===== src/rtl/wdog_steer.sv =====
module wdog_steer #(
  parameter int RES_W = 2,
  parameter int MUL_W = 5
) (
  input  logic                       clk,
  input  logic                       rst_n,
  input  logic                       ctl_wr,
  input  logic                       ctl_rd,
  input  logic [RES_W+MUL_W:0]       ctl_wdata,
  input  logic                       tick,
  output logic [RES_W+MUL_W:0]       ctl_rdata,
  output logic                       rst_req,
  output logic                       irq_pulse,
  output logic                       wd_flag,
  output logic                       century_clr
);
  localparam int CTL_W = RES_W + MUL_W + 1;
  localparam int SHMAX = 2 * ((1 << RES_W) - 1);
  localparam int CNT_W = MUL_W + SHMAX;
  localparam int STEER = CTL_W - 1;

  logic [CTL_W-1:0] ctl;
  logic [CNT_W-1:0] cnt;

  function automatic logic [CNT_W-1:0] interval(input logic [CTL_W-1:0] v);
    logic [CNT_W-1:0] m;
    m = CNT_W'(v[RES_W +: MUL_W]);
    return m << (2 * v[RES_W-1:0]);
  endfunction

  assign ctl_rdata = ctl;

  always_ff @(posedge clk) begin
    if (!rst_n) begin
      ctl         <= '0;
      cnt         <= '0;
      wd_flag     <= 1'b0;
      rst_req     <= 1'b0;
      irq_pulse   <= 1'b0;
      century_clr <= 1'b0;
    end else begin
      rst_req     <= 1'b0;
      irq_pulse   <= 1'b0;
      century_clr <= 1'b0;
      if (ctl_wr) begin
        ctl     <= ctl_wdata;
        wd_flag <= 1'b0;
        cnt     <= interval(ctl_wdata);
      end else if (ctl_rd) begin
        wd_flag <= 1'b0;
        cnt     <= interval(ctl);
      end else if (tick && cnt != '0) begin
        cnt <= cnt - 1'b1;
        if (cnt == CNT_W'(1)) begin
          wd_flag <= 1'b1;
          if (ctl[STEER]) begin
            rst_req     <= 1'b1;
            century_clr <= 1'b1;
            ctl         <= '0;
          end else begin
            irq_pulse <= 1'b1;
          end
        end
      end
    end
  end
endmodule


===== config.mk =====
export PLATFORM = sky130hd
export DESIGN_NAME = wdog_steer
export DESIGN_NICKNAME = d
export VERILOG_FILES = /design/src/rtl/wdog_steer.sv
export SDC_FILE = /design/constraint.sdc
export NUM_CORES = 1
export LEC_CHECK = 0
export BUFFER_PORTS_ARGS = -buffer_cell sky130_fd_sc_hd__buf_2
export CORE_MARGIN = 5
export CORE_UTILIZATION = 50
export DETAILED_ROUTE_END_ITERATION = 7
export PLACE_DENSITY = 0.73
export SLEW_MARGIN = 20
export SYNTH_ARGS = -nofsm -noshare
export SYNTH_HDL_FRONTEND = slang
export SYNTH_SLANG_ARGS = --single-unit

===== constraint.sdc =====
create_clock -name clk -period 2.3 [get_ports clk]
set_input_delay 0.46 -clock clk [delete_from_list [all_inputs] [get_ports clk]]
set_output_delay 0.46 -clock clk [all_outputs]
set_load 0.03 [all_outputs]

# Word-level counts from Yosys, hierarchy flattened
# Index checks and enable logic that the tools add are counted.
dict set report totals {
  word_cells 35
  output_inout_bits 12
  inputBits 13
  ff_bits 22
}
dict set report classes {
  muxes 10
  n_eq_ne 2
  reduce_logical 11
  bitwise 3
  add_sub_neg 1
  shifts 2
}
# op n
set op_table {}
lappend op_table {{$mux W11} 3}
lappend op_table {{$mux W8} 4}
lappend op_table {{$shl A5 B3 Y11} 2}
lappend op_table {{$eq A11 B1 Y1 const B} 1}
lappend op_table {{$reduce_bool A11 Y1} 1}
lappend op_table {{$sub A11 B1 Y11 const B} 1}
lappend op_table {{$mux W7} 1}
lappend op_table {{$reduce_bool A2 Y1} 3}
lappend op_table {{$reduce_or A5 Y1} 1}
lappend op_table {{$reduce_and A4 Y1} 1}
lappend op_table {{$not A1 Y1} 3}
lappend op_table {{$reduce_and A3 Y1} 1}
lappend op_table {{$reduce_bool A3 Y1} 1}
lappend op_table {{$reduce_or A3 Y1} 1}
lappend op_table {{$mux W1} 2}
lappend op_table {{$ne A2 B2 Y1 const B} 1}
lappend op_table {{$reduce_and A2 Y1} 1}
lappend op_table {{$logic_and A1 B1 Y1} 1}

# Depth between registers and ports, before layout
# Gate-level depths: netlist of run 1.
dict set report logic_depth {
  word_depth 5
  mapped_depth 7
  ltp_nobuf 7
}

# Worst setup path after synthesis of run 1
# Ideal clock, no wire load.
dict set report synth_timing {
  path_kind {input-to-reg}
  start {in ctl_rd}
  end {reg cnt[9]}
  required_ns 2.184
  n_path_buf 2
  path_slack_ns 0.571
  stages 6
  arrival_time_ns 1.613
  setup_ns 0.116
  cell_sequence {buf_2 -> nor2_1 -> nand3_1 -> o32a_2 -> buf_6 -> a31o_1}
}
dict set report synth_via {
  elab_chain_len 2
  elab_cells_between_ends 3
  classes_between {mux: 2; reduce/logical: 1}
}
# item line_no
set synth_rtl {}
lappend synth_rtl {{start: declaration} 8} ;# input logic ctl_rd,
lappend synth_rtl {{$mux W11} 49} ;# end else if (ctl_rd) begin
lappend synth_rtl {{$mux W11} 45} ;# if (ctl_wr) begin
lappend synth_rtl {{end signal: assignment} 48} ;# cnt <= interval(ctl_wdata);
lappend synth_rtl {{end signal: assignment} 51} ;# cnt <= interval(ctl);
lappend synth_rtl {{end signal: assignment} 53} ;# cnt <= cnt - 1'b1;
lappend synth_rtl {{end: declaration} 23} ;# logic [CNT_W-1:0] cnt;
# Parallel ways exist; a longest one is shown, timed or not.
# A chain may end at the register's enable or synchronous reset.

# Final worst setup path of run 1
dict set report layout_timing {
  start {reg cnt[0]}
  end {reg ctl[5] (netlist: ctl_rdata[5])}
}
dict set report layout_via {
  elab_chain_len 4
  elab_cells_between_ends 6
  classes_between {eq/ne: 1; reduce/logical: 5}
}
# item line_no
set layout_rtl {}
lappend layout_rtl {{$reduce_bool A11 Y1} 52} ;# end else if (tick && cnt != '0) begin
lappend layout_rtl {{$logic_and A1 B1 Y1} 52}
lappend layout_rtl {{$reduce_bool A2 Y1 (no source line)} n/a}
lappend layout_rtl {{$reduce_and A4 Y1 (no source line) *} n/a}
lappend layout_rtl {{end signal: assignment} 46} ;# ctl <= ctl_wdata;
lappend layout_rtl {{end: declaration} 22} ;# logic [CTL_W-1:0] ctl;
# Mark *: on every way between the ends. The rest lies on a longest branch, timed or not.

==> results of run 1 <==
how the worst max path moves through the flow:
stage                         to  depth (start not counted)  startpoint  slack, ns
finish              ctl_rdata[5]                          6      cnt[0]       0.38
detailed placement  ctl_rdata[5]                          6      cnt[0]       0.43
global placement    ctl_rdata[1]                          6      cnt[0]       0.51
floorplan                 cnt[9]                          6      ctl_rd       0.57
CTS                 ctl_rdata[5]                          6      cnt[0]       0.41
global route        ctl_rdata[5]                          6      cnt[0]       0.30
cells by family (layout without fill, tap and decap cells):
family	after synthesis	in the layout	synth area share (%)
simple gates	71	71	27.7
compound gates	51	51	27.2
flops	22	22	30.8
buf+inv	17	33	5.35
mux	9	9	6.57
fa+ha+maj	2	2	1.75
xor+xnor	1	1	0.614
state kept, by name, indices dropped and copies added (netlist names):
name and flops:
cnt 11, wd_flag 1, irq_pulse 1, century_clr 1
ctl_rdata 8
report_power, final:
group / switching, W / leakage [nW] / internal (W) / total, W
clock network: 0.000115 / 0.0138 / 0.0000611 / 0.000176
logic: 0.000156 / 0.457 / 0.000112 / 0.000268
registers: 0.0000385 / 0.180 / 0.000406 / 0.000445
Yosys cell counts, drive strengths merged:
cell and count:
nor3b 1, a31oi 2, or2 1, mux2i 6, o21a 1, o22ai 1
or4 2, buf 5, nor2 10, xnor2 1, nand2 18, o21ai 13
and3 1, nor2b 3, nand4 3, or3 1, o311ai 2, nand3 8
a21boi 6, and2 2, o2111ai 1, o211a 3, o211ai 4, mux2 3
nand3b 6, nor3 8, o22a 1, nand2b 4, a22o 8, a21oi 3
o32a 1, dfxtp 22, ha 2, clkbuf 8, inv 4, a211oi 2
a31o 1, o32ai 1, nor4 2, o31a 1, or4b 1
final cells by class:
cell class	count	area, um2
fillers	256	1190
multi-input cells	134	911
inverters	4	15.0
flip-flops and latches	22	440
repair buffers	26	135
clock buffers	3	22.5
well taps	31	38.8
stage by stage:
stage	power [W]	instances
3_5_place_dp	0.000718	217
2_1_floorplan	0.000649	173
5_1_grt	0.000942	220
6_report	0.000888	220
3_3_place_gp	0.000710	217
4_1_cts	0.000894	220
routing by layer:
metal	wire length, um	global-route usage (%)	vias up
met1	1670	25.5	651
met2	1640	28.9	55
met4	70	5.71	0
met5	0	0	-
li1	-	-	681
met3	220	3.20	9
==> reports/metrics.yaml, run 1 <==
cts:
  htree_levels: 1
  clock-root-buffer: "clkbuf_4"
  ctsHoldBuffers: 0
  cts.clk_slew.worst_paths_ns: 0.12
  cts_tree: "yes"
  clock_latency_ns: 0.30
  cts_resized: 0
  cts.sinks: 22
  cts_buffer_depth: 2
  cts_made_buffers: 3
  cts_setup_buffers: 0
sta:
  drv_slew: 0
  holdWs_ns: 0.426
  slew_headroom_pct: 65.9
  setup_viol: 0
  rsz0062_at_grt: "false"
  fmax_mhz: 522
  finalCritPeriodShare_pct: 83.3
  tightest_slew_ns: 0.511
  post-route-min-period_ns: 1.92
  hold_viol_final: 0
  tns_ns: 0
  skew_ns: 0.00307
  layout_setup_ws_ns: 0.383
critical_path:
  path_buf_inv: 1
  r2r_end: "ctl_rdata[5]"
  reg2regPathDepth: 6
  crit_path_start_kind: "flip-flop"
  critPathRequiredTime_ns: 2.50
  crit_slowest_cell: "dfxtp_1"
  end_kind: "flip-flop"
  cp.arrival_ns: 2.12
  path_class: "flip-flop to flip-flop"
  critPathTopFamily: "compound AO/OA/AOI/OAI gates"
  crit_chain: "inv_1 > ha_1 > nor2b_1 > nand4_2 > o31a_4 > a22o_1"
  slowest_delay_ns: 0.45
  crit_path_max_fanout: 7
  reg2reg_slack_ns: 0.38
  reg2reg_from: "cnt[0]"
global_routing:
  grt_max_degree: 22
  grt_pass1_wl_um: 6210
  grtUsageTotal_pct: 18.4
  overflow: 0
  grt_pass1_vias: 1321
  antenna_found_initial: 0
die:
  num_io_pins: 25
  die_w_um: 63.4
  fp.dieArea_mm2: 0.00402
  core.rowCount: 19
  start_util_pct: 51.8
  dieHeight_um: 63.4
  core_mm2: 0.00276
route:
  wire_per_inst_um: 16.4
  dr.pass1.iters: 4
  ant_nets: 0
  drt_iter0_drc: 102
  vias_per_cell: 6.35
  drc: 0
  drt-total-wl_um: 3600
  num_vias: 1396
synthesis:
  synth_seq_cells: 22
  avgSynthCellArea_um2: 8.25
  postSynthCellCount: 173
  yosysWarningCount: 0
  yosys-top-cells-area: "dfxtp_1 31%, a22o_1 4.9%, nand2_1 4.7%"
  synth_top_area_share_pct: 30.9
  ys_types: 51
  syn_area_mm2: 0.00143
  seq_area_frac_synth_pct: 30.9
  synth_top_area_cell: "dfxtp_1"
  syn-num-nets: 188
final_layout:
  final_util_pct: 56.7
  final_common_cell: "buf_2"
  diodes: 0
  mostFrequentLayoutCells: "24 x buf_2, 22 x dfxtp_1, 18 x nand2_1, 10 x nor2_1, 9 x o21ai_1"
  finalNetCount: 206
  drive_above_1_share_pct: 21.7
  layout-area-overhead-vs-synth_pct: 9.47
  fin_area_mm2: 0.00156
place:
  hpwlAfterDp_um: 2700
  dp_slack_ns: 0.426
  postPlaceCellArea_mm2: 0.00154
  io_buffers: 24
  place.gp.congestion: 0.973
min_path:
  holdPathStages: 2
  min-delay-start: "ctl_wdata[6]"
  holdPathEnd: "ctl_rdata[6]"
  hold_class: "primary input to flip-flop"
pwr:
  power.density_mw_per_mm2: 568
  p_leak_nw: 0.651
  ir_drop_mv: 0.402
outcome:
  status: "complete, no violations"
run:
  max-cap-violations: 0
(Power assumes the default switching activity.)
==> run 2: changes to the inputs <==
ABC_AREA = 1   (was default)
PLACE_DENSITY = 0.76   (was 0.73)
clock period = 1.6 ns   (was 2.3 ns; I/O delays follow)
==> run 2 against run 1 <==
Hold slack worse by 0.16 ns. Synthesized area is 0.79% higher. Critical path depth is 4 higher. Maximum frequency is 29% higher. Largest power group unchanged.
==> reports/metrics.yaml, run 2 <==
die:
  dieHeight_um: 63.6
  core.rowCount: 19
  start_util_pct: 52.2
  num_io_pins: 25
  die_w_um: 63.6
  core_mm2: 0.00276
  fp.dieArea_mm2: 0.00405
synthesis:
  seq_area_frac_synth_pct: 30.6
  yosysWarningCount: 0
  async_flop_share_pct: 0
  syn-num-nets: 246
  synth_seq_cells: 22
  synth-edff-count: 0
  yosysMostFrequentCell: "nand2_1"
  synthTopCellsByCount: "58 x nand2_1, 27 x nor2_1, 23 x a21oi_1"
  syn_area_mm2: 0.00144
  synth_top_area_cell: "dfxtp_1"
  postSynthCellCount: 231
  yosys-top-cells-area: "dfxtp_1 31%, nand2_1 15%, a21oi_1 8.0%"
  synthFlopType: "dfxtp_1"
  synth_top_area_share_pct: 30.6
  ys_types: 29
  avgSynthCellArea_um2: 6.23
route:
  num_vias: 1532
  drt_iter0_drc: 77
  dr.pass1.iters: 4
  ant_nets: 0
  vias_per_cell: 5.34
  drt-total-wl_um: 3650
  drc: 0
  wire_per_inst_um: 12.7
critical_path:
  crit_end: "ctl_rdata[0]"
  path_buf_inv: 1
  slowest_delay_ns: 0.37
  reg2reg_slack_ns: 0.11
  cp.arrival_ns: 1.72
  critical_path_depth: 10
  crit_chain: "inv_2 > ha_4 > nand2_1 > nor2_2 > nand3_2 > nand2_4 > nand2_1 > nand3_4 > nand2_1 > a21oi_1"
  critPathRequiredTime_ns: 1.83
  r2r_end: "ctl_rdata[0]"
  end_kind: "flip-flop"
  crit_path_max_fanout: 7
  crit_top_cell: "nand2_1"
  reg2reg_from: "cnt[0]"
  path_class: "flip-flop to flip-flop"
  critPathTopFamily: "simple AND/OR/NAND/NOR gates"
  crit_path_start_kind: "flip-flop"
  reg2regPathDepth: 10
  crit_start: "cnt[0]"
  crit_slowest_cell: "dfxtp_1"
min_path:
  hold_class: "primary input to flip-flop"
  holdPathStages: 3
  min-delay-start: "ctl_wdata[7]"
place:
  hpwlAfterDp_um: 2860
  io_buffers: 24
  place.gp.congestion: 0.905
global_routing:
  grt_pass1_vias: 1503
  grt_pass1_wl_um: 6450
  grt_max_degree: 17
  antenna_found_initial: 0
  overflow: 0
  grtUsageTotal_pct: 19.0
run:
  max-cap-violations: 0
cts:
  cts.clk_slew.worst_paths_ns: 0.12
  clock_latency_ns: 0.30
  cts_made_buffers: 3
  cts.sinks: 22
  htree_levels: 1
  ctsHoldBuffers: 0
  clock-root-buffer: "clkbuf_4"
  cts_buffer_depth: 2
  cts_tree: "yes"
  cts_setup_buffers: 0
sta:
  skew_ns: 0.00926
  tightest_slew_ns: 0.355
  slew_headroom_pct: 76.3
  finalCritPeriodShare_pct: 92.9
  setup_viol: 0
  drv_slew: 0
  fmax_mhz: 673
  tns_ns: 0
  rsz0062_at_grt: "false"
  post-route-min-period_ns: 1.49
  hold_viol_final: 0
final_layout:
  largest_reg_flops: 11
  diodes: 0
  finalNetCount: 273
  max_flop_register: "cnt"
  mostFrequentLayoutCells: "58 x nand2_1, 27 x nor2_1, 24 x buf_2, 23 x a21oi_1, 22 x dfxtp_1"
  final_common_cell: "nand2_1"
  layout-area-overhead-vs-synth_pct: 13.9
  drive_above_1_share_pct: 20.7
pwr:
  ir_drop_mv: 0.676
  p_leak_nw: 0.781
  power.density_mw_per_mm2: 818
  power_w: 0.00134
outcome:
  status: "complete, no violations"
-- run 2: cell count changes after synthesis, moves of 8 or more --
cell and delta:
a21oi_1 +20, a22o_1 -8, inv_1 +17, nand2_1 +40
nor2_1 +17, o21ai_0 +15
-- run 2: layer usage --
metal / GRT usage, % / routed length [um]
met2: 31.2 / 1690
met5: 0 / 0
met4: 6.49 / 40
met3: 2.13 / 152
met1: 25.6 / 1770
-- run 2: worst min-delay path by stage --
stage / endpoint / slack (ns)
floorplan: cnt[0] / 0.46
global placement: irq_pulse / 0.42
detailed placement: irq_pulse / 0.43
CTS: ctl_rdata[7] / 0.26
global route: ctl_rdata[4] / 0.26
finish: ctl_rdata[7] / 0.26
-- run 2: tightest hold or removal path, delay by kind of cell --
family,cells,cell delay (ns)
buffers and inverters,1,0.09
AND/OR/NAND/NOR,1,0.05
AO/OA/AOI/OAI,1,0.06
-- run 2: cell families (layout without fill, tap and decap cells) --
logic type | after synthesis | in the layout | share of synthesized area [%]
AND/OR/NAND/NOR | 114 | 114 | 35.3
AO/OA/AOI/OAI | 57 | 57 | 21.1
buffers and inverters | 34 | 59 | 10.0
flip-flops | 22 | 22 | 30.6
adder cells (fa/ha/maj) | 2 | 2 | 1.74
XOR/XNOR | 2 | 2 | 1.22
-- run 2: repair_timing --
action | CTS | global route
setup endpoints to repair | 0 | 21
resized for setup | 0 | 7
hold endpoints to repair | 0 | 0
-- run 2: report_power, final --
group	switching, W	leakage, nW	internal [W]	total (W)
clock network	0.000161	0.0138	0.0000877	0.000249
registers	0.0000485	0.181	0.000589	0.000637
logic	0.000296	0.586	0.000159	0.000455
total	0.000506	0.781	0.000835	0.00134
-- run 2: area by class of cell --
cell class	count	area (um2)
inverters	29	111
clock buffers	3	22.5
fillers	288	1120
well taps	31	38.8
flip-flops and latches	22	440
repair buffers	27	143
multi-input cells	175	883
-- run 2: per-stage QoR --
step           utilization (%)  worst slack (ns)  std cells  hold slack [ns]  cell area, um2
3_3_place_gp              57.5            0.0815        284            0.423            1590
6_report                  59.4             0.113        287            0.263            1640
4_1_cts                   58.3            0.0154        287            0.257            1610
3_5_place_dp              57.5            0.0424        284            0.426            1590
2_1_floorplan                -             0.163        231            0.458            1440
5_1_grt                   59.4          0.000652        287            0.256            1640
